File: src/rtl/fsu_pkg.sv
package fsu_pkg;
  typedef enum logic [2:0] {
    ST_IDLE  = 3'd0,
    ST_PROG  = 3'd1,
    ST_ERASE = 3'd2,
    ST_SUSP  = 3'd3,
    ST_SPROG = 3'd4
  } fsu_state_e;
endpackage

File: src/rtl/fsu_op_timer.sv
module fsu_op_timer #(
  parameter int W = 4
) (
  input  logic         clk,
  input  logic         rst_n,
  input  logic         load,
  input  logic [W-1:0] load_val,
  input  logic         run,
  output logic         done,
  output logic [W-1:0] count
);
  logic [W-1:0] cnt_q, cnt_d;

  always_comb begin
    cnt_d = cnt_q;
    if (load) begin
      cnt_d = load_val;
    end else if (run && (cnt_q != '0)) begin
      cnt_d = cnt_q - W'(1);
    end
  end

  always_ff @(posedge clk or negedge rst_n) begin
    if (!rst_n) begin
      cnt_q <= '0;
    end else if (load || run) begin
      cnt_q <= cnt_d;
    end
  end

  assign done  = run && (cnt_q == W'(1));
  assign count = cnt_q;
endmodule

File: src/rtl/fsu_ctrl.sv
module fsu_ctrl
  import fsu_pkg::*;
#(
  parameter int SW         = 6,
  parameter int PW         = 3,
  parameter int EW         = 6,
  parameter int PROG_CYC   = 6,
  parameter int SERASE_CYC = 20,
  parameter int CERASE_CYC = 40
) (
  input  logic          clk,
  input  logic          rst_n,
  input  logic          ev_program,
  input  logic          ev_sector_erase,
  input  logic          ev_chip_erase,
  input  logic          ev_suspend,
  input  logic          ev_resume,
  input  logic          ev_autoselect,
  input  logic [SW-1:0] ev_sector,
  input  logic          ev_data7,
  input  logic          prog_done,
  input  logic          erase_done,
  output fsu_state_e    state,
  output logic          prog_load,
  output logic [PW-1:0] prog_load_val,
  output logic          prog_run,
  output logic          erase_load,
  output logic [EW-1:0] erase_load_val,
  output logic          erase_run,
  output logic [SW-1:0] prog_sector,
  output logic [SW-1:0] erase_sector,
  output logic          chip_flag,
  output logic          prog_d7,
  output logic          id_accept
);
  fsu_state_e    st_q, st_d;
  logic [SW-1:0] psec_q, psec_d, esec_q, esec_d;
  logic          chip_q, chip_d, pd7_q, pd7_d;

  always_comb begin
    st_d           = st_q;
    psec_d         = psec_q;
    esec_d         = esec_q;
    chip_d         = chip_q;
    pd7_d          = pd7_q;
    prog_load      = 1'b0;
    erase_load     = 1'b0;
    erase_load_val = EW'(SERASE_CYC);
    case (st_q)
      ST_IDLE: begin
        if (ev_program) begin
          st_d      = ST_PROG;
          prog_load = 1'b1;
          psec_d    = ev_sector;
          pd7_d     = ev_data7;
        end else if (ev_sector_erase) begin
          st_d       = ST_ERASE;
          erase_load = 1'b1;
          esec_d     = ev_sector;
          chip_d     = 1'b0;
        end else if (ev_chip_erase) begin
          st_d           = ST_ERASE;
          erase_load     = 1'b1;
          erase_load_val = EW'(CERASE_CYC);
          chip_d         = 1'b1;
        end
      end
      ST_PROG: begin
        if (prog_done) st_d = ST_IDLE;
      end
      ST_ERASE: begin
        if (erase_done) begin
          st_d = ST_IDLE;
        end else if (ev_suspend && !chip_q) begin
          st_d = ST_SUSP;
        end
      end
      ST_SUSP: begin
        if (ev_resume) begin
          st_d = ST_ERASE;
        end else if (ev_program) begin
          st_d      = ST_SPROG;
          prog_load = 1'b1;
          psec_d    = ev_sector;
          pd7_d     = ev_data7;
        end
      end
      ST_SPROG: begin
        if (prog_done) st_d = ST_SUSP;
      end
      default: st_d = ST_IDLE;
    endcase
  end

  always_ff @(posedge clk or negedge rst_n) begin
    if (!rst_n) begin
      st_q   <= ST_IDLE;
      psec_q <= '0;
      esec_q <= '0;
      chip_q <= 1'b0;
      pd7_q  <= 1'b0;
    end else begin
      st_q <= st_d;
      if (prog_load) begin
        psec_q <= psec_d;
        pd7_q  <= pd7_d;
      end
      if (erase_load) begin
        esec_q <= esec_d;
        chip_q <= chip_d;
      end
    end
  end

  assign state         = st_q;
  assign prog_load_val = PW'(PROG_CYC);
  assign prog_run      = (st_q == ST_PROG) || (st_q == ST_SPROG);
  assign erase_run     = (st_q == ST_ERASE);
  assign prog_sector   = psec_q;
  assign erase_sector  = esec_q;
  assign chip_flag     = chip_q;
  assign prog_d7       = pd7_q;
  assign id_accept     = ev_autoselect && (st_q == ST_IDLE);
endmodule

File: src/rtl/fsu_read_mux.sv
module fsu_read_mux
  import fsu_pkg::*;
#(
  parameter int SW = 6
) (
  input  fsu_state_e    state,
  input  logic          rd_en,
  input  logic [SW-1:0] rd_sector,
  input  logic [SW-1:0] prog_sector,
  input  logic [SW-1:0] erase_sector,
  input  logic          chip_flag,
  input  logic          prog_d7,
  input  logic          array_d7,
  output logic          status_sel,
  output logic          dq7_out
);
  logic hit_prog, hit_erase;

  assign hit_prog  = (rd_sector == prog_sector);
  assign hit_erase = (rd_sector == erase_sector);

  always_comb begin
    status_sel = 1'b0;
    dq7_out    = array_d7;
    if (rd_en) begin
      case (state)
        ST_PROG: begin
          if (hit_prog) begin
            status_sel = 1'b1;
            dq7_out    = ~prog_d7;
          end
        end
        ST_ERASE: begin
          if (chip_flag || hit_erase) begin
            status_sel = 1'b1;
            dq7_out    = 1'b0;
          end
        end
        ST_SUSP: begin
          if (hit_erase) begin
            status_sel = 1'b1;
            dq7_out    = 1'b0;
          end
        end
        ST_SPROG: begin
          if (hit_prog) begin
            status_sel = 1'b1;
            dq7_out    = ~prog_d7;
          end else if (hit_erase) begin
            status_sel = 1'b1;
            dq7_out    = 1'b0;
          end
        end
        default: ;
      endcase
    end
  end
endmodule

File: src/rtl/flash_status_unit.sv
module flash_status_unit
  import fsu_pkg::*;
#(
  parameter int SECT_W     = 6,
  parameter int PROG_CYC   = 6,
  parameter int SERASE_CYC = 20,
  parameter int CERASE_CYC = 40
) (
  input  logic              clk,
  input  logic              rst_n,
  input  logic              ev_program,
  input  logic              ev_sector_erase,
  input  logic              ev_chip_erase,
  input  logic              ev_suspend,
  input  logic              ev_resume,
  input  logic              ev_autoselect,
  input  logic [SECT_W-1:0] ev_sector,
  input  logic              ev_data7,
  input  logic              rd_en,
  input  logic [SECT_W-1:0] rd_sector,
  input  logic              array_d7,
  output logic              dq7_out,
  output logic              status_sel,
  output logic              rb_pull_en,
  output logic              id_accept
);
  localparam int ERASE_MAX = (SERASE_CYC > CERASE_CYC) ? SERASE_CYC : CERASE_CYC;
  localparam int PROG_W    = $clog2(PROG_CYC + 1);
  localparam int ERASE_W   = $clog2(ERASE_MAX + 1);

  logic [1:0] rst_pipe;
  logic       rst_sync_n;

  always_ff @(posedge clk or negedge rst_n) begin
    if (!rst_n) rst_pipe <= 2'b00;
    else        rst_pipe <= {rst_pipe[0], 1'b1};
  end
  assign rst_sync_n = rst_pipe[1];

  fsu_state_e         state;
  logic               prog_load, prog_run, prog_done;
  logic               erase_load, erase_run, erase_done;
  logic [PROG_W-1:0]  prog_load_val, prog_count;
  logic [ERASE_W-1:0] erase_load_val, erase_count;
  logic [SECT_W-1:0]  prog_sector, erase_sector;
  logic               chip_flag, prog_d7;

  fsu_ctrl #(
    .SW(SECT_W), .PW(PROG_W), .EW(ERASE_W),
    .PROG_CYC(PROG_CYC), .SERASE_CYC(SERASE_CYC), .CERASE_CYC(CERASE_CYC)
  ) u_ctrl (
    .clk(clk), .rst_n(rst_sync_n),
    .ev_program(ev_program), .ev_sector_erase(ev_sector_erase),
    .ev_chip_erase(ev_chip_erase), .ev_suspend(ev_suspend),
    .ev_resume(ev_resume), .ev_autoselect(ev_autoselect),
    .ev_sector(ev_sector), .ev_data7(ev_data7),
    .prog_done(prog_done), .erase_done(erase_done),
    .state(state),
    .prog_load(prog_load), .prog_load_val(prog_load_val), .prog_run(prog_run),
    .erase_load(erase_load), .erase_load_val(erase_load_val), .erase_run(erase_run),
    .prog_sector(prog_sector), .erase_sector(erase_sector),
    .chip_flag(chip_flag), .prog_d7(prog_d7), .id_accept(id_accept)
  );

  fsu_op_timer #(.W(PROG_W)) u_prog_tmr (
    .clk(clk), .rst_n(rst_sync_n), .load(prog_load), .load_val(prog_load_val),
    .run(prog_run), .done(prog_done), .count(prog_count)
  );

  fsu_op_timer #(.W(ERASE_W)) u_erase_tmr (
    .clk(clk), .rst_n(rst_sync_n), .load(erase_load), .load_val(erase_load_val),
    .run(erase_run), .done(erase_done), .count(erase_count)
  );

  fsu_read_mux #(.SW(SECT_W)) u_rd (
    .state(state), .rd_en(rd_en), .rd_sector(rd_sector),
    .prog_sector(prog_sector), .erase_sector(erase_sector),
    .chip_flag(chip_flag), .prog_d7(prog_d7), .array_d7(array_d7),
    .status_sel(status_sel), .dq7_out(dq7_out)
  );

  assign rb_pull_en = (state == ST_PROG) || (state == ST_ERASE) || (state == ST_SPROG);
endmodule

File: config.mk
export PLATFORM = sky130hd
export DESIGN_NAME = flash_status_unit
export DESIGN_NICKNAME = d
export VERILOG_FILES = /design/src/rtl/fsu_pkg.sv /design/src/rtl/fsu_op_timer.sv /design/src/rtl/fsu_ctrl.sv /design/src/rtl/fsu_read_mux.sv /design/src/rtl/flash_status_unit.sv
export SDC_FILE = /design/constraint.sdc
export NUM_CORES = 1
export LEC_CHECK = 0
export ABC_AREA = 1
export BUFFER_PORTS_ARGS = -buffer_cell sky130_fd_sc_hd__buf_2
export CAP_MARGIN = 30
export CELL_PAD_IN_SITES_DETAIL_PLACEMENT = 2
export CELL_PAD_IN_SITES_GLOBAL_PLACEMENT = 2
export CORE_ASPECT_RATIO = 1.4
export CORE_MARGIN = 4
export CORE_UTILIZATION = 28
export CTS_BUF_LIST = sky130_fd_sc_hd__clkbuf_16
export DETAILED_ROUTE_END_ITERATION = 6
export PLACE_DENSITY = 0.75
export SYNTH_ARGS = -nofsm -noshare
export SYNTH_HDL_FRONTEND = slang
export SYNTH_SLANG_ARGS = --single-unit
File: constraint.sdc
create_clock -name clk -period 1.3 [get_ports clk]
set_input_delay 0.195 -clock clk [delete_from_list [all_inputs] [get_ports clk]]
set_output_delay 0.195 -clock clk [all_outputs]
set_load 0.02 [all_outputs]
## After elaboration in Yosys (flattened, before gate mapping)

Cells that the tools add are included.

- Register bits: 28
- Input port bits: 23
- Output and inout port bits: 4

- Add/sub/neg operators: 2
- Equality and inequality tests: 14
- Multiplexer cells: 45
- Bitwise operators: 2
- Reductions and logical operators: 26

Operator list:

| operator | count |
|---|---|
| 6-bit two-way mux | 8 |
| 3-bit two-way mux | 11 |
| 1-bit two-way mux | 20 |
| 3-bit one-hot mux with 5 select lines | 1 |
| 6-bit == test | 2 |
| 6-bit one-hot mux with 2 select lines | 1 |
| 1-bit one-hot mux with 4 select lines | 2 |
| 4-bit AND reduction | 2 |
| 2-bit nonzero test | 4 |
| 3-bit by 1-bit == test with 1-bit output (second input constant) | 2 |
| 3-bit by 2-bit == test with 1-bit output (second input constant) | 2 |
| 6-bit by 1-bit == test with 1-bit output (second input constant) | 1 |
| 1-bit logical AND | 6 |
| 1-bit logical OR | 6 |
| 2-bit != test (second input constant) | 3 |
| 3-bit != test (second input constant) | 2 |
| 6-bit nonzero test | 1 |
| 6-bit by 1-bit subtractor with 6-bit output (second input constant) | 1 |
| 5-bit AND reduction | 1 |
| 4-bit != test (second input constant) | 1 |
| 1-bit one-hot mux with 2 select lines | 2 |
| 2-bit AND reduction | 2 |
| 3-bit == test (second input constant) | 1 |
| 3-bit zero test | 1 |
| other kinds (5) | 6 |

## Depth between registers and ports, before layout

Gate-level depths: netlist (run 1).

- Word-level depth: 6
- Depth in mapped cells: 12

## Hierarchy

Synthesis (run 1) repeated with hierarchy kept, for this count alone.

- Cell total of the unflattened synthesis: 307
- Area, all modules: 2069.5 um^2

By module, submodules not included:

| module | instances | cells an instance | area an instance (um^2) |
|---|---|---|---|
| fsu_ctrl | 1 | 115 | 923.4 |
| fsu_op_timer at u_erase_tmr | 1 | 66 | 483.0 |
| fsu_read_mux | 1 | 85 | 364.1 |
| fsu_op_timer at u_prog_tmr | 1 | 30 | 212.7 |
| flash_status_unit | 1 | 11 | 86.3 |

## Worst setup path after synthesis (run 1)

Ideal clock, no wire load.

- Kind: register -> output
- Start point: register u_ctrl.st_q[1] (netlist: u_ctrl.state[1])
- End point: output dq7_out
- Arrival time: 1.296 ns
- Required time: 1.105 ns
- Path slack: -0.191 ns
- Cell stages (with the launch flop): 13
- Cell sequence: dfrtp_1 > nor2_2 > nand2_2 > nand2_2 > inv_2 > nand2_1 > nand2_1 > inv_1 > nand2_1 > nor2_1 > nand2_1 > nand2_1 > nand2_1

- Word-level cells in the longest chain between the ends: 3
- Elaborated cells on any way between the ends: 6
- Classes of those cells: eq/ne (4); mux (2)

RTL lines:

| item | line | RTL |
|---|---|---|
| start, declared | fsu_ctrl.sv:36 | `fsu_state_e st_q, st_d;` |
| start signal, assigned | fsu_ctrl.sv:103 | `st_q <= st_d;` |
| 3-bit == test, or another cell as far along | fsu_read_mux.sv:26 | `case (state)` |
| 1-bit one-hot mux with 4 select lines (*) | fsu_read_mux.sv:26 |  |
| 1-bit two-way mux (*) | fsu_read_mux.sv:25 | `if (rd_en) begin` |
| end, declared | flash_status_unit.sv:22 | `output logic dq7_out,` |

Every way passes the cells marked *; elsewhere a longest branch is shown, timed or not.

## Final worst setup path (run 1)

- Start point: register u_ctrl.st_q[0] (netlist: u_ctrl.state[0])
- End point: output dq7_out

Same word-level chain as after synthesis.

==> flow_summary.rst, run 1 <==
.. list-table::
   :header-rows: 1

   * - Metric
     - Value
   * - Status
     - finished, violations left
   * - Violated checks
     - setup timing
   * - Count of state elements after synthesis
     - 28
   * - Antenna Diode Count
     - 0
   * - Clock transition at the register clock pins on the worst setup and hold paths after CTS
     - 80 ps
   * - Routability Congestion
     - 0.7649
   * - Static Leakage
     - 0.001490 uW
   * - Die extent in y
     - 100.1 um
   * - Share of the yosys chip area belonging to registers
     - 41.33%
   * - Die width
     - 73.77 um
   * - IO buf count
     - 26
   * - Worst slack at placement
     - -343.2 ps
   * - Area inside the core boundary
     - 0.005863 mm^2
   * - Placed cell area
     - 0.002232 mm^2
   * - Worst clock skew
     - 7.120 ps
   * - Antenna violations before repair
     - 0
   * - Data required time of the worst path
     - 1110 ps
   * - Post-route ant nets
     - 0
   * - Number of cells after detailed placement
     - 371
   * - Type of element capturing the critical path
     - output pin
   * - Per-cell via count in the routed design
     - 4.828
   * - Htree depth
     - 1
   * - Hpwl dp
     - 4.372 mm
   * - I/O pin count
     - 27
   * - Critical path fanouts, max
     - 3
   * - Number of maximum-capacitance constraint violations
     - 0
   * - Remaining routing DRC violations
     - 0
   * - Type of the most critical hold path
     - register to asynchronous set/reset pin
   * - Part of the cycle the worst path needs
     - 147.2%
   * - Cell count of the worst reg-to-reg path
     - 10
   * - Post-route non-filler standard cell count
     - 390
   * - Smallest setup slack after layout
     - -613.3 ps
   * - Crit-path most repeated cell
     - sky130_fd_sc_hd__nand2_2
   * - Cell-by-cell listing of the critical path
     - nor2_2, nand2_2, nand2_2, inv_2, nand2_2, nand2_2, inv_2, nand2_1, nor2_1, nand2_1, nand2_1, nand2_2, buf_6
   * - Worst setup path class
     - register to output pin
   * - Via count of the first global-routing pass
     - 2,161
   * - Die area
     - 0.007382 mm^2
   * - Overall fraction of global-route tracks in use
     - 19.30%
   * - Top-area cell type share of the netlist area
     - 41.33%
   * - Maximum resistive drop on vdd
     - 1.112 mV
   * - Leading post-synthesis cells by cell area
     - sky130_fd_sc_hd__dfrtp_1 (41%), sky130_fd_sc_hd__nand2_1 (15%), sky130_fd_sc_hd__inv_1 (8.2%)
   * - CP max stage cell
     - sky130_fd_sc_hd__dfrtp_1
   * - Aggregate negative setup slack
     - -9713 ps
   * - TritonCTS clock tree
     - yes
   * - Initial core utilization
     - 28.92%
   * - Min cycle time layout
     - 1913 ps
   * - Number of pins exceeding their max-slew limit in the final report
     - 0
   * - Maximum number of buffers from clock root to sink
     - 2
   * - Yosys cell types
     - 29
   * - Arrival time worst endpoint
     - 1720 ps
   * - Total setup violations reported at the end of the flow
     - 30
   * - Number of warning messages in the yosys log
     - 0
   * - Pin count of the biggest net entering global routing
     - 23
   * - Total number of nets in the final design
     - 350
   * - Non-Filler Cell Area, Final
     - 0.002879 mm^2
   * - Total standard cell area after synthesis
     - 0.001695 mm^2
   * - Clock tree root buffer cell
     - sky130_fd_sc_hd__clkbuf_16
   * - Cell Rows
     - 33
   * - Average cell area after synthesis
     - 7.245 um^2
   * - Layout cells sized above 1
     - 50.94%
   * - CTS Sinks
     - 28
   * - Setup repair after global routing missed its margin
     - true
   * - First-pass GRT wire length
     - 10.82 mm
   * - Synthesized instance count
     - 234
   * - Signed area change from the synthesized netlist to the final layout
     - 69.82%
   * - Total clock buffers created by CTS
     - 3
   * - Total gr overflow
     - 0
   * - Achievable Freq
     - 522.7 MHz
   * - Routed WL
     - 7.641 mm
   * - 1st-pass router iterations
     - 4
   * - Critical path launch point type
     - register
   * - Cell type with the largest total area after synthesis
     - sky130_fd_sc_hd__dfrtp_1
   * - Total via count in the routed design
     - 1,883
   * - Routed wirelength normalized by instance count
     - 19.59 um
   * - Iteration-0 DRC count of the detailed router
     - 49
   * - Syn_nets
     - 263
   * - Clock latency at the later pin of the worst-skew pair
     - 270 ps
   * - Power per cell area
     - 2559 mW/mm^2
   * - Delay of the slowest critical-path stage
     - 420 ps
   * - Final Hold Fails
     - 0
[synth_stat cells]
library cell               count
sky130_fd_sc_hd__nor2_8        1
sky130_fd_sc_hd__inv_1        37
sky130_fd_sc_hd__buf_4         1
sky130_fd_sc_hd__o21ai_2       1
sky130_fd_sc_hd__nor2_1       20
sky130_fd_sc_hd__ha_1          6
sky130_fd_sc_hd__o2111a_1      1
sky130_fd_sc_hd__o22ai_1       2
sky130_fd_sc_hd__inv_4         1
sky130_fd_sc_hd__nor2_2        2
sky130_fd_sc_hd__a21oi_2       1
sky130_fd_sc_hd__nand2_1      70
sky130_fd_sc_hd__conb_1        1
sky130_fd_sc_hd__inv_2         4
sky130_fd_sc_hd__buf_6         1
sky130_fd_sc_hd__o21ai_0      22
sky130_fd_sc_hd__nor2_4        1
sky130_fd_sc_hd__and3_1        1
sky130_fd_sc_hd__nor3_1        4
sky130_fd_sc_hd__a31oi_1       2
sky130_fd_sc_hd__dfrtp_1      28
sky130_fd_sc_hd__o21a_1        1
sky130_fd_sc_hd__xnor2_1       1
sky130_fd_sc_hd__a21o_1        2
sky130_fd_sc_hd__a21oi_1       4
sky130_fd_sc_hd__nand2_4       2
sky130_fd_sc_hd__o211ai_1      1
sky130_fd_sc_hd__nand2_2       3
sky130_fd_sc_hd__nand3_1      13
[critical path: cells and delay by family, from the launching register on]
kind | cells | cell delay, ps
buffers and inverters | 3 | 220
DFF | 1 | 420
and+or+nand+nor | 10 | 800
[layout by cell type (no fill, tap or decap), types with 2 or more instances in the layout]
cell                        count
sky130_fd_sc_hd__o21ai_4        2
sky130_fd_sc_hd__clkbuf_16      3
sky130_fd_sc_hd__nor2_1        13
sky130_fd_sc_hd__buf_6         14
sky130_fd_sc_hd__o22ai_2        2
sky130_fd_sc_hd__inv_1         33
sky130_fd_sc_hd__a21o_1         2
sky130_fd_sc_hd__o21ai_1       10
sky130_fd_sc_hd__nand3_1        7
sky130_fd_sc_hd__nor3_1         2
sky130_fd_sc_hd__nor2_4         6
sky130_fd_sc_hd__buf_8          2
sky130_fd_sc_hd__buf_2         22
sky130_fd_sc_hd__nor2_2         4
sky130_fd_sc_hd__dfrtp_1       28
sky130_fd_sc_hd__nand3_2        4
sky130_fd_sc_hd__nand3_4        2
sky130_fd_sc_hd__nand2_2       16
sky130_fd_sc_hd__ha_1           6
sky130_fd_sc_hd__nand2_1       48
sky130_fd_sc_hd__nor3_4         2
sky130_fd_sc_hd__buf_4         42
sky130_fd_sc_hd__a21oi_2        4
sky130_fd_sc_hd__o21ai_2       10
sky130_fd_sc_hd__inv_4          3
sky130_fd_sc_hd__inv_2          6
sky130_fd_sc_hd__nand2_4       11
sky130_fd_sc_hd__buf_12         3
[worst paths after layout]
kind,from,slack (ps),endpoint
setup / recovery,u_ctrl.state[0]$_DFFE_PN0P_,-610,dq7_out
hold / removal,rst_pipe[1]$_DFF_PN0_,120,u_erase_tmr.count[0]$_DFFE_PN0P_
setup reg to reg,u_ctrl.state[0]$_DFFE_PN0P_,-460,u_erase_tmr.count[2]$_DFFE_PN0P_
hold reg to reg,rst_pipe[1]$_DFF_PN0_,120,u_erase_tmr.count[0]$_DFFE_PN0P_
max in group asynchronous,rst_pipe[1]$_DFF_PN0_,750,u_ctrl.erase_sector[3]$_DFFE_PN0P_
min in group clk,ev_data7,130,u_ctrl.prog_d7$_DFFE_PN0P_
[flip-flops by register name, indices dropped and copies added, names as in the netlist]
register             cells
rst_pipe                 2
u_ctrl.chip_flag         1
u_ctrl.erase_sector      6
u_ctrl.prog_d7           1
u_ctrl.prog_sector       6
u_ctrl.state             3
u_erase_tmr.count        6
u_prog_tmr.count         3
[what timing repair did]
item | CTS | global route
setup buffers | 11 | 9
gates resized for setup | 61 | 71
pin swaps | 14 | 19
hold buffers | 1 | 0
endpoints found under the hold margin | 2 | 0
cloned | 1 | 0
endpoints found under the setup margin | 30 | 30
[logic make-up (layout without fill, tap and decap cells)]
kind of cell	count (synthesis)	count (layout)	share of synthesized area, %
AO/OA/AOI/OAI	37	37	12.62
adder cells (fa/ha/maj)	6	6	4.428
flip-flops	28	28	41.33
buffers and inverters	44	130	10.55
other	1	1	0.2212
XOR/XNOR	1	1	0.5167
AND/OR/NAND/NOR	117	117	30.33
[through the flow]
stage,utilization [%],total power [uW],hold slack (ps)
after floorplan,-,3172,-100.6
after global placement,38.07,4476,-18.34
after detailed placement,38.07,4669,-14.63
after CTS,44.47,6366,127.2
after global routing,49.10,7843,138.9
final,49.10,7366,116.9
[layer usage]
metal	track usage (%)	wire length, um
met4	5.858	154
met1	21.41	3011
met2	37.43	4365
met5	0	0
met3	1.603	110
[where the power goes]
part | switching, uW | internal [uW]
registers | 293 | 1270
logic | 2600 | 2250
clock network | 340 | 615
total | 3240 | 4130
[layout make-up]
cell class | instances | area (um^2)
fill | 644 | 2984
timing repair buffer | 84 | 683.2
clock inverter | 1 | 30.03
inverter | 42 | 165.2
tap | 70 | 87.58
multi-input combinational | 162 | 1137
sequential | 28 | 700.7
clock buffer | 3 | 75.07
(Power assumes the default switching activity.)
==> run 2: changes to the inputs <==
--- a/config.mk
+++ b/config.mk
@@ -13,7 +13,6 @@
 export CORE_ASPECT_RATIO = 1.4
 export CORE_MARGIN = 4
 export CORE_UTILIZATION = 28
-export CTS_BUF_LIST = sky130_fd_sc_hd__clkbuf_16
 export DETAILED_ROUTE_END_ITERATION = 6
 export PLACE_DENSITY = 0.75
 export SYNTH_ARGS = -nofsm -noshare
==> flow_summary.rst, run 2 (synthesis results as in run 1) <==
.. list-table::
   :header-rows: 1

   * - Metric
     - Value
   * - Status
     - finished, violations left
   * - Violated checks
     - setup timing
   * - Number of maximum-capacitance constraint violations
     - 0 (unchanged)
   * - Clock transition at the register clock pins on the worst setup and hold paths after CTS
     - 100 ps (+20 ps)
   * - Combinational power share
     - 63.6% (-2.2 points)
   * - Multi-input combinational cell area
     - 954.7 um^2 (-16%)
   * - Post-route non-filler standard cell count
     - 382 (-2.1%)
   * - Worst slack at placement
     - -343.2 ps (unchanged)
   * - CTS Sinks
     - 28 (unchanged)
   * - Hpwl dp
     - 4.372 mm (unchanged)
   * - Crit-path most repeated cell
     - sky130_fd_sc_hd__nand2_1
   * - Cell Rows
     - 33 (unchanged)
   * - Most common cell after layout, fill and taps aside
     - sky130_fd_sc_hd__nand2_1
   * - Routability Congestion
     - 0.7649 (unchanged)
   * - I/O pin count
     - 27 (unchanged)
   * - Critical path fanouts, max
     - 3 (unchanged)
   * - 1st-pass router iterations
     - 3 (-1)
   * - Type of element capturing the critical path
     - output pin
   * - Sequential Power Share
     - 24.9% (+3.7 points)
   * - Setup repair after global routing missed its margin
     - true
   * - Power dissipated by switching net loads
     - 2628 uW (-19%)
   * - Total gr overflow
     - 0 (unchanged)
   * - Part of the cycle the worst path needs
     - 144.2% (-3.0 points)
   * - Overall fraction of global-route tracks in use
     - 17.26% (-2.0 points)
   * - Total number of nets in the final design
     - 342 (-2.3%)
   * - Layout filler cell count
     - 677 (+5.1%)
   * - Achievable Freq
     - 533.6 MHz (+2.1%)
   * - Critical path launch point type
     - register
   * - Final Core Density
     - 43.45% (-5.7 points)
   * - CP max stage cell
     - sky130_fd_sc_hd__dfrtp_1
   * - Per-cell via count in the routed design
     - 4.675 (-3.2%)
   * - Startpoint of the worst setup timing path
     - u_ctrl.state[0]$_DFFE_PN0P_
   * - Iteration-0 DRC count of the detailed router
     - 30 (-39%)
   * - Static Leakage
     - 0.001330 uW (-11%)
   * - Via count of the first global-routing pass
     - 2,082 (-3.7%)
   * - Signed area change from the synthesized netlist to the final layout
     - 50.26%
   * - Type of the most critical hold path
     - register to asynchronous set/reset pin
   * - Worst r2r src
     - u_ctrl.state[0]$_DFFE_PN0P_
   * - Sw Ratio
     - 42.96% (-0.99 points)
   * - Delay of the slowest critical-path stage
     - 430 ps (about the same)
   * - Clock tree root buffer cell
     - sky130_fd_sc_hd__clkbuf_8
   * - Commonest non-fill, non-tap cells in the layout
     - sky130_fd_sc_hd__nand2_1 (64), sky130_fd_sc_hd__buf_4 (43), sky130_fd_sc_hd__inv_1 (34)
   * - Data required time of the worst path
     - 1110 ps (about the same)
   * - Worst setup path class
     - register to output pin
   * - First-pass GRT wire length
     - 9.818 mm (-9.3%)
   * - Antenna violations before repair
     - 0 (unchanged)
   * - Worst clock skew
     - 3.136 ps (-3.984 ps)
   * - TritonCTS clock tree
     - yes
   * - Antenna Diode Count
     - 0 (unchanged)
   * - Remaining routing DRC violations
     - 0 (unchanged)
   * - Total clock buffers created by CTS
     - 3 (unchanged)
   * - Top delay family on crit path
     - simple AND/OR/NAND/NOR gates
   * - Layout cells sized above 1
     - 39.10% (-12 points)
   * - Die extent in y
     - 100.1 um (unchanged)
   * - Total via count in the routed design
     - 1,786 (-5.2%)
   * - Routed WL
     - 6.168 mm (-19%)
   * - Die area
     - 0.007382 mm^2 (unchanged)
   * - Area inside the core boundary
     - 0.005863 mm^2 (unchanged)
   * - Arrival time worst endpoint
     - 1680 ps (-40 ps)
   * - Maximum number of buffers from clock root to sink
     - 2 (unchanged)
   * - IO buf count
     - 26 (unchanged)
   * - Initial core utilization
     - 28.92% (unchanged)
   * - Smallest setup slack after layout
     - -574.1 ps (+39.24 ps)
   * - Final Hold Fails
     - 0 (unchanged)
   * - Sum of buffers and inverters on the critical path
     - 3 (unchanged)
   * - Min cycle time layout
     - 1874 ps (-39.24 ps)
   * - Internal cell power
     - 3489 uW (-16%)
   * - Cell-by-cell listing of the critical path
     - nor2_2, nand2_2, nand2_2, inv_2, nand2_1, nand2_1, inv_2, nand2_1, nor2_1, nand2_1, nand2_1, nand2_2, buf_6
   * - Clock group share of total power
     - 11.5% (-1.5 points)
   * - Clock latency at the later pin of the worst-skew pair
     - 280 ps (about the same)
   * - Power per cell area
     - 2401 mW/mm^2 (-6.2%)
   * - Maximum resistive drop on vdd
     - 0.9842 mV (-11%)
   * - Number of cells after detailed placement
     - 371 (unchanged)
   * - Aggregate negative setup slack
     - -6775 ps (+2939 ps)
   * - Post-route ant nets
     - 0 (unchanged)
   * - Pin count of the biggest net entering global routing
     - 23 (unchanged)
   * - Worst hold margin
     - 120.3 ps (+3.463 ps)
   * - Total setup violations reported at the end of the flow
     - 30 (unchanged)
   * - Number of pins exceeding their max-slew limit in the final report
     - 0 (unchanged)
   * - Die width
     - 73.77 um (unchanged)
   * - Htree depth
     - 1 (unchanged)
   * - Routed wirelength normalized by instance count
     - 16.15 um (-18%)
   * - Storage cell area
     - 700.7 um^2 (unchanged)
[run 2: changes by cell type in the layout (fill, tap and decap cells not counted), moves of 3 or more]
cell / delta
sky130_fd_sc_hd__buf_6: -6
sky130_fd_sc_hd__clkbuf_16: -3
sky130_fd_sc_hd__clkbuf_8: +3
sky130_fd_sc_hd__nand2_1: +16
sky130_fd_sc_hd__nand2_2: -9
sky130_fd_sc_hd__nand2_4: -7
sky130_fd_sc_hd__o21ai_0: +15
sky130_fd_sc_hd__o21ai_1: -5
sky130_fd_sc_hd__o21ai_2: -8
[run 2: repair_timing]
action	4_1_cts	5_1_grt
buffers inserted	5	4
endpoints found under the setup margin	30	30
pin swaps	10	11
hold buffers	1	0
hold endpoints to repair	2	0
resized for setup	34	25
[run 2: routing by layer]
metal / vias to the layer above / wire length [um] / GRT usage (%)
li1: 884 / - / -
met1: 877 / 2327 / 19.07
met2: 20 / 3641 / 33.54
met3: 5 / 107 / 1.403
met4: 0 / 91 / 5.300
met5: - / 0 / 0
[run 2: worst paths after layout]
check,end,slack [ps],cells after the start
worst min-delay path,u_erase_tmr.count[1]$_DFFE_PN0P_,120,0
max in group asynchronous,u_ctrl.erase_sector[3]$_DFFE_PN0P_,770,1
worst min register to register,u_erase_tmr.count[1]$_DFFE_PN0P_,120,0
worst max-delay path,dq7_out,-570,13
min in group clk,u_ctrl.prog_d7$_DFFE_PN0P_,140,3
worst max register to register,u_erase_tmr.count[3]$_DFFE_PN0P_,-270,10
[run 2: final cells by class]
class	count	share of cell area (%)
Sequential cell	28	27.50
Multi-Input combinational cell	162	37.48
Tap cell	70	3.438
Inverter	42	6.483
Clock buffer	3	1.621
Clock inverter	1	1.179
Timing Repair Buffer	76	22.30
[run 2: per-stage QoR]
stage	cell area [um^2]	total power, uW
CTS	2447	5827
global placement	2232	4476
finish	2547	6117
floorplan	1698	3172
global route	2547	6663
detailed placement	2232	4669
[run 2: power groups by stage]
stage | sequential, uW | clock (uW) | combinational, uW
3_5_place_dp | 1520 | 0 | 3150
5_1_grt | 1570 | 764 | 4330
2_1_floorplan | 1490 | 0 | 1690
6_report | 1520 | 701 | 3890
3_3_place_gp | 1480 | 0 | 3000
4_1_cts | 1510 | 742 | 3570
==> run 3: changes to the inputs <==
--- a/config.mk
+++ b/config.mk
@@ -15,6 +15,8 @@
 export CORE_UTILIZATION = 28
 export DETAILED_ROUTE_END_ITERATION = 6
 export PLACE_DENSITY = 0.75
+export RECOVER_POWER = 100
+export SETUP_SLACK_MARGIN = 0.15
 export SYNTH_ARGS = -nofsm -noshare
 export SYNTH_HDL_FRONTEND = slang
 export SYNTH_SLANG_ARGS = --single-unit
==> flow_summary.rst, run 3 (synthesis results as in run 1) <==
.. list-table::
   :header-rows: 1

   * - Metric
     - Value
   * - Worst setup path class
     - register to output pin
   * - Number of maximum-capacitance constraint violations
     - 0 (unchanged)
   * - Area inside the core boundary
     - 0.005863 mm^2 (unchanged)
   * - Signed area change from the synthesized netlist to the final layout
     - 66.79%
   * - Routability Congestion
     - 0.7723 (+0.97%)
   * - Initial core utilization
     - 28.92% (unchanged)
   * - Most common cell after layout, fill and taps aside
     - sky130_fd_sc_hd__nand2_1
   * - 1st-pass router iterations
     - 4 (+1)
   * - Endpoint of the lowest-slack register-to-register path
     - u_ctrl.state[1]$_DFFE_PN0P_
   * - Worst r2r src
     - u_ctrl.state[0]$_DFFE_PN0P_
   * - Clock group share of total power
     - 7.4% (-4.1 points)
   * - Final Hold Fails
     - 0 (unchanged)
   * - Cell-by-cell listing of the critical path
     - nor2_4, nand2_2, nand2_2, inv_2, nand2_2, nand2_2, inv_2, nand2_1, nor2_1, nand2_1, nand2_1, nand2_2, buf_6
   * - Antenna violations before repair
     - 0 (unchanged)
   * - Clock latency at the later pin of the worst-skew pair
     - 300 ps (+20 ps)
   * - Total gr overflow
     - 0 (unchanged)
   * - Cell Rows
     - 33 (unchanged)
   * - Commonest non-fill, non-tap cells in the layout
     - sky130_fd_sc_hd__nand2_1 (55), sky130_fd_sc_hd__buf_4 (50), sky130_fd_sc_hd__inv_1 (33)
   * - I/O pin count
     - 27 (unchanged)
   * - Worst min-delay path endpoint
     - u_ctrl.prog_d7$_DFFE_PN0P_
   * - Slew at the pin closest to its max-slew limit
     - 704.9 ps
   * - Min cycle time layout
     - 2000 ps (+126.0 ps)
   * - Critical path fanouts, max
     - 4 (+1)
   * - Part of the cycle the worst path needs
     - 153.9% (+9.7 points)
   * - Top delay family on crit path
     - simple AND/OR/NAND/NOR gates
   * - Number of cells after detailed placement
     - 379 (+2.2%)
   * - Maximum resistive drop on vdd
     - 1.278 mV (+30%)
   * - Met2 usage in global routing
     - 36.68% (+3.1 points)
   * - Routed WL
     - 8.481 mm (+38%)
   * - Post-route non-filler standard cell count
     - 398 (+4.2%)
   * - Placed cell area
     - 0.002298 mm^2 (+3.0%)
   * - Type of the most critical hold path
     - input port to register
   * - Crit-path most repeated cell
     - sky130_fd_sc_hd__nand2_2
   * - Internal cell power
     - 3881 uW (+11%)
   * - Sw Ratio
     - 46.47% (+3.5 points)
   * - Cell count of the worst reg-to-reg path
     - 12 (+2)
   * - Arrival time worst endpoint
     - 1810 ps (+130 ps)
   * - Clock tree root buffer cell
     - sky130_fd_sc_hd__clkbuf_8
   * - Die extent in y
     - 100.1 um (unchanged)
   * - Data required time of the worst path
     - 1110 ps (about the same)
   * - Sequential Power Share
     - 21.8% (-3.1 points)
   * - Achievable Freq
     - 500.0 MHz (-6.3%)
   * - Tightest slew margin relative to the limit
     - 53.01%
   * - Sum of buffers and inverters on the critical path
     - 3 (unchanged)
   * - Setup repair after global routing missed its margin
     - true
   * - Met1 usage
     - 21.17% (+2.1 points)
   * - Overall fraction of global-route tracks in use
     - 18.87% (+1.6 points)
   * - Slack of the worst reg-to-reg path
     - -640 ps (-370 ps)
   * - IO buf count
     - 26 (unchanged)
   * - Die width
     - 73.77 um (unchanged)
   * - Hpwl dp
     - 4.410 mm (+0.87%)
   * - Layout cells sized above 1
     - 48.78% (+9.7 points)
   * - Smallest setup slack after layout
     - -700.1 ps (-126.0 ps)
   * - Final Core Density
     - 48.23% (+4.8 points)
   * - Pin count of the biggest net entering global routing
     - 27 (+17%)
   * - Total via count in the routed design
     - 1,966 (+10%)
   * - Hold_sp
     - ev_data7
   * - Worst clock skew
     - 13.21 ps (+10.07 ps)
   * - Number of pins exceeding their max-slew limit in the final report
     - 0 (unchanged)
   * - Power dissipated by switching net loads
     - 3370 uW (+28%)
   * - Post-route ant nets
     - 0 (unchanged)
   * - First-pass GRT wire length
     - 10.65 mm (+8.4%)
   * - Layout filler cell count
     - 670 (-1.0%)
   * - CTS Sinks
     - 28 (unchanged)
   * - Iteration-0 DRC count of the detailed router
     - 89 (+200%)
   * - Maximum number of buffers from clock root to sink
     - 2 (unchanged)
   * - Htree depth
     - 1 (unchanged)
   * - Total number of nets in the final design
     - 359 (+5.0%)
   * - Die area
     - 0.007382 mm^2 (unchanged)
   * - Antenna Diode Count
     - 0 (unchanged)
   * - Routed wirelength normalized by instance count
     - 21.31 um (+32%)
   * - Non-Filler Cell Area, Final
     - 0.002828 mm^2 (+11%)
   * - Critical path launch point type
     - register
   * - Delay of the slowest critical-path stage
     - 480 ps (+50 ps)
   * - Violated checks
     - setup timing
   * - Static Leakage
     - 0.001476 uW (+11%)
   * - Most heavily used metal layer in global routing
     - met2
   * - Clock transition at the register clock pins on the worst setup and hold paths after CTS
     - 120 ps (+20 ps)
   * - Met3 track utilization from global routing
     - 1.603% (+0.20 points)
   * - Remaining routing DRC violations
     - 0 (unchanged)
   * - Worst Hold Depth
     - 3
   * - Combinational power share
     - 70.8% (+7.2 points)
   * - TritonCTS clock tree
     - yes
   * - Power per cell area
     - 2564 mW/mm^2 (+6.8%)
   * - Worst hold margin
     - 89.88 ps (-30.43 ps)
   * - Total clock buffers created by CTS
     - 3 (unchanged)
   * - Via count of the first global-routing pass
     - 2,137 (+2.6%)
   * - Total setup violations reported at the end of the flow
     - 30 (unchanged)
   * - Per-cell via count in the routed design
     - 4.940 (+5.7%)
   * - Status
     - finished, violations left
   * - Type of element capturing the critical path
     - output pin
   * - CP max stage cell
     - sky130_fd_sc_hd__dfrtp_2
-- run 3: cell types whose count changed in the layout (fill, tap and decap cells not counted), moves of 4 or more --
cell / delta
sky130_fd_sc_hd__nand2_1: -9
sky130_fd_sc_hd__nand2_2: +5
sky130_fd_sc_hd__buf_6: +7
sky130_fd_sc_hd__o21ai_2: +8
sky130_fd_sc_hd__o21ai_1: +4
sky130_fd_sc_hd__buf_4: +7
sky130_fd_sc_hd__o21ai_0: -13
-- run 3: through the flow --
stage          setup TNS (ps)  setup slack, ps  total power (uW)
2_1_floorplan          -378.8           -155.9              3222
3_3_place_gp            -3881           -256.2              4675
3_5_place_dp            -5979           -325.9              4919
4_1_cts                 -8718           -584.5              6088
5_1_grt                -17140           -844.7              7729
6_report               -15150           -700.1              7251
-- run 3: worst max path at each step --
stage,from,end,cells after the start
after floorplan,u_ctrl.state[0]$_DFFE_PN0P_,dq7_out,12
after global placement,u_ctrl.state[1]$_DFFE_PN0P_,dq7_out,10
after detailed placement,u_ctrl.state[1]$_DFFE_PN0P_,u_erase_tmr.count[3]$_DFFE_PN0P_,8
after CTS,u_ctrl.state[1]$_DFFE_PN0P_,dq7_out,13
after global routing,u_ctrl.state[0]$_DFFE_PN0P_,dq7_out,13
final,u_ctrl.state[0]$_DFFE_PN0P_,dq7_out,13
-- run 3: worst reg2reg max path: cells and delay by family, from the launching register on --
family	cells	cell delay [ps]
flip-flops	1	470
AO/OA/AOI/OAI	2	300
buffers and inverters	5	620
AND/OR/NAND/NOR	5	440
-- run 3: layer usage --
metal,vias up,routed length (um),part of all wire [%]
met1,988,3126,37
met5,-,0,0
met3,21,172,2.0
met2,37,4838,57
li1,920,-,-
met4,0,343,4.0
-- run 3: power by group through the flow --
stage | logic (uW) | clock network, uW | registers [uW]
after floorplan | 1740 | 0 | 1490
after global placement | 3200 | 0 | 1470
after detailed placement | 3400 | 0 | 1520
after CTS | 4080 | 503 | 1510
after global routing | 5520 | 577 | 1630
final | 5130 | 539 | 1580
-- run 3: what timing repair did --
action                                  in CTS  in global routing
endpoints found under the setup margin      30                 30
buffers inserted                             7                  7
pin swaps                                    9                 17
hold buffers                                 1                  0
gates resized for setup                     57                 42
hold endpoints to repair                     2                  0
cloned                                       1                  0
-- run 3: final cells by class --
cell class / count / area [um^2] / area share, %
multi-input cells: 162 / 1077 / 38.10
repair buffers: 93 / 755.7 / 26.73
flip-flops and latches: 28 / 703.2 / 24.87
inverters: 42 / 162.7 / 5.752
well taps: 70 / 87.58 / 3.097
clock buffers: 3 / 41.29 / 1.460
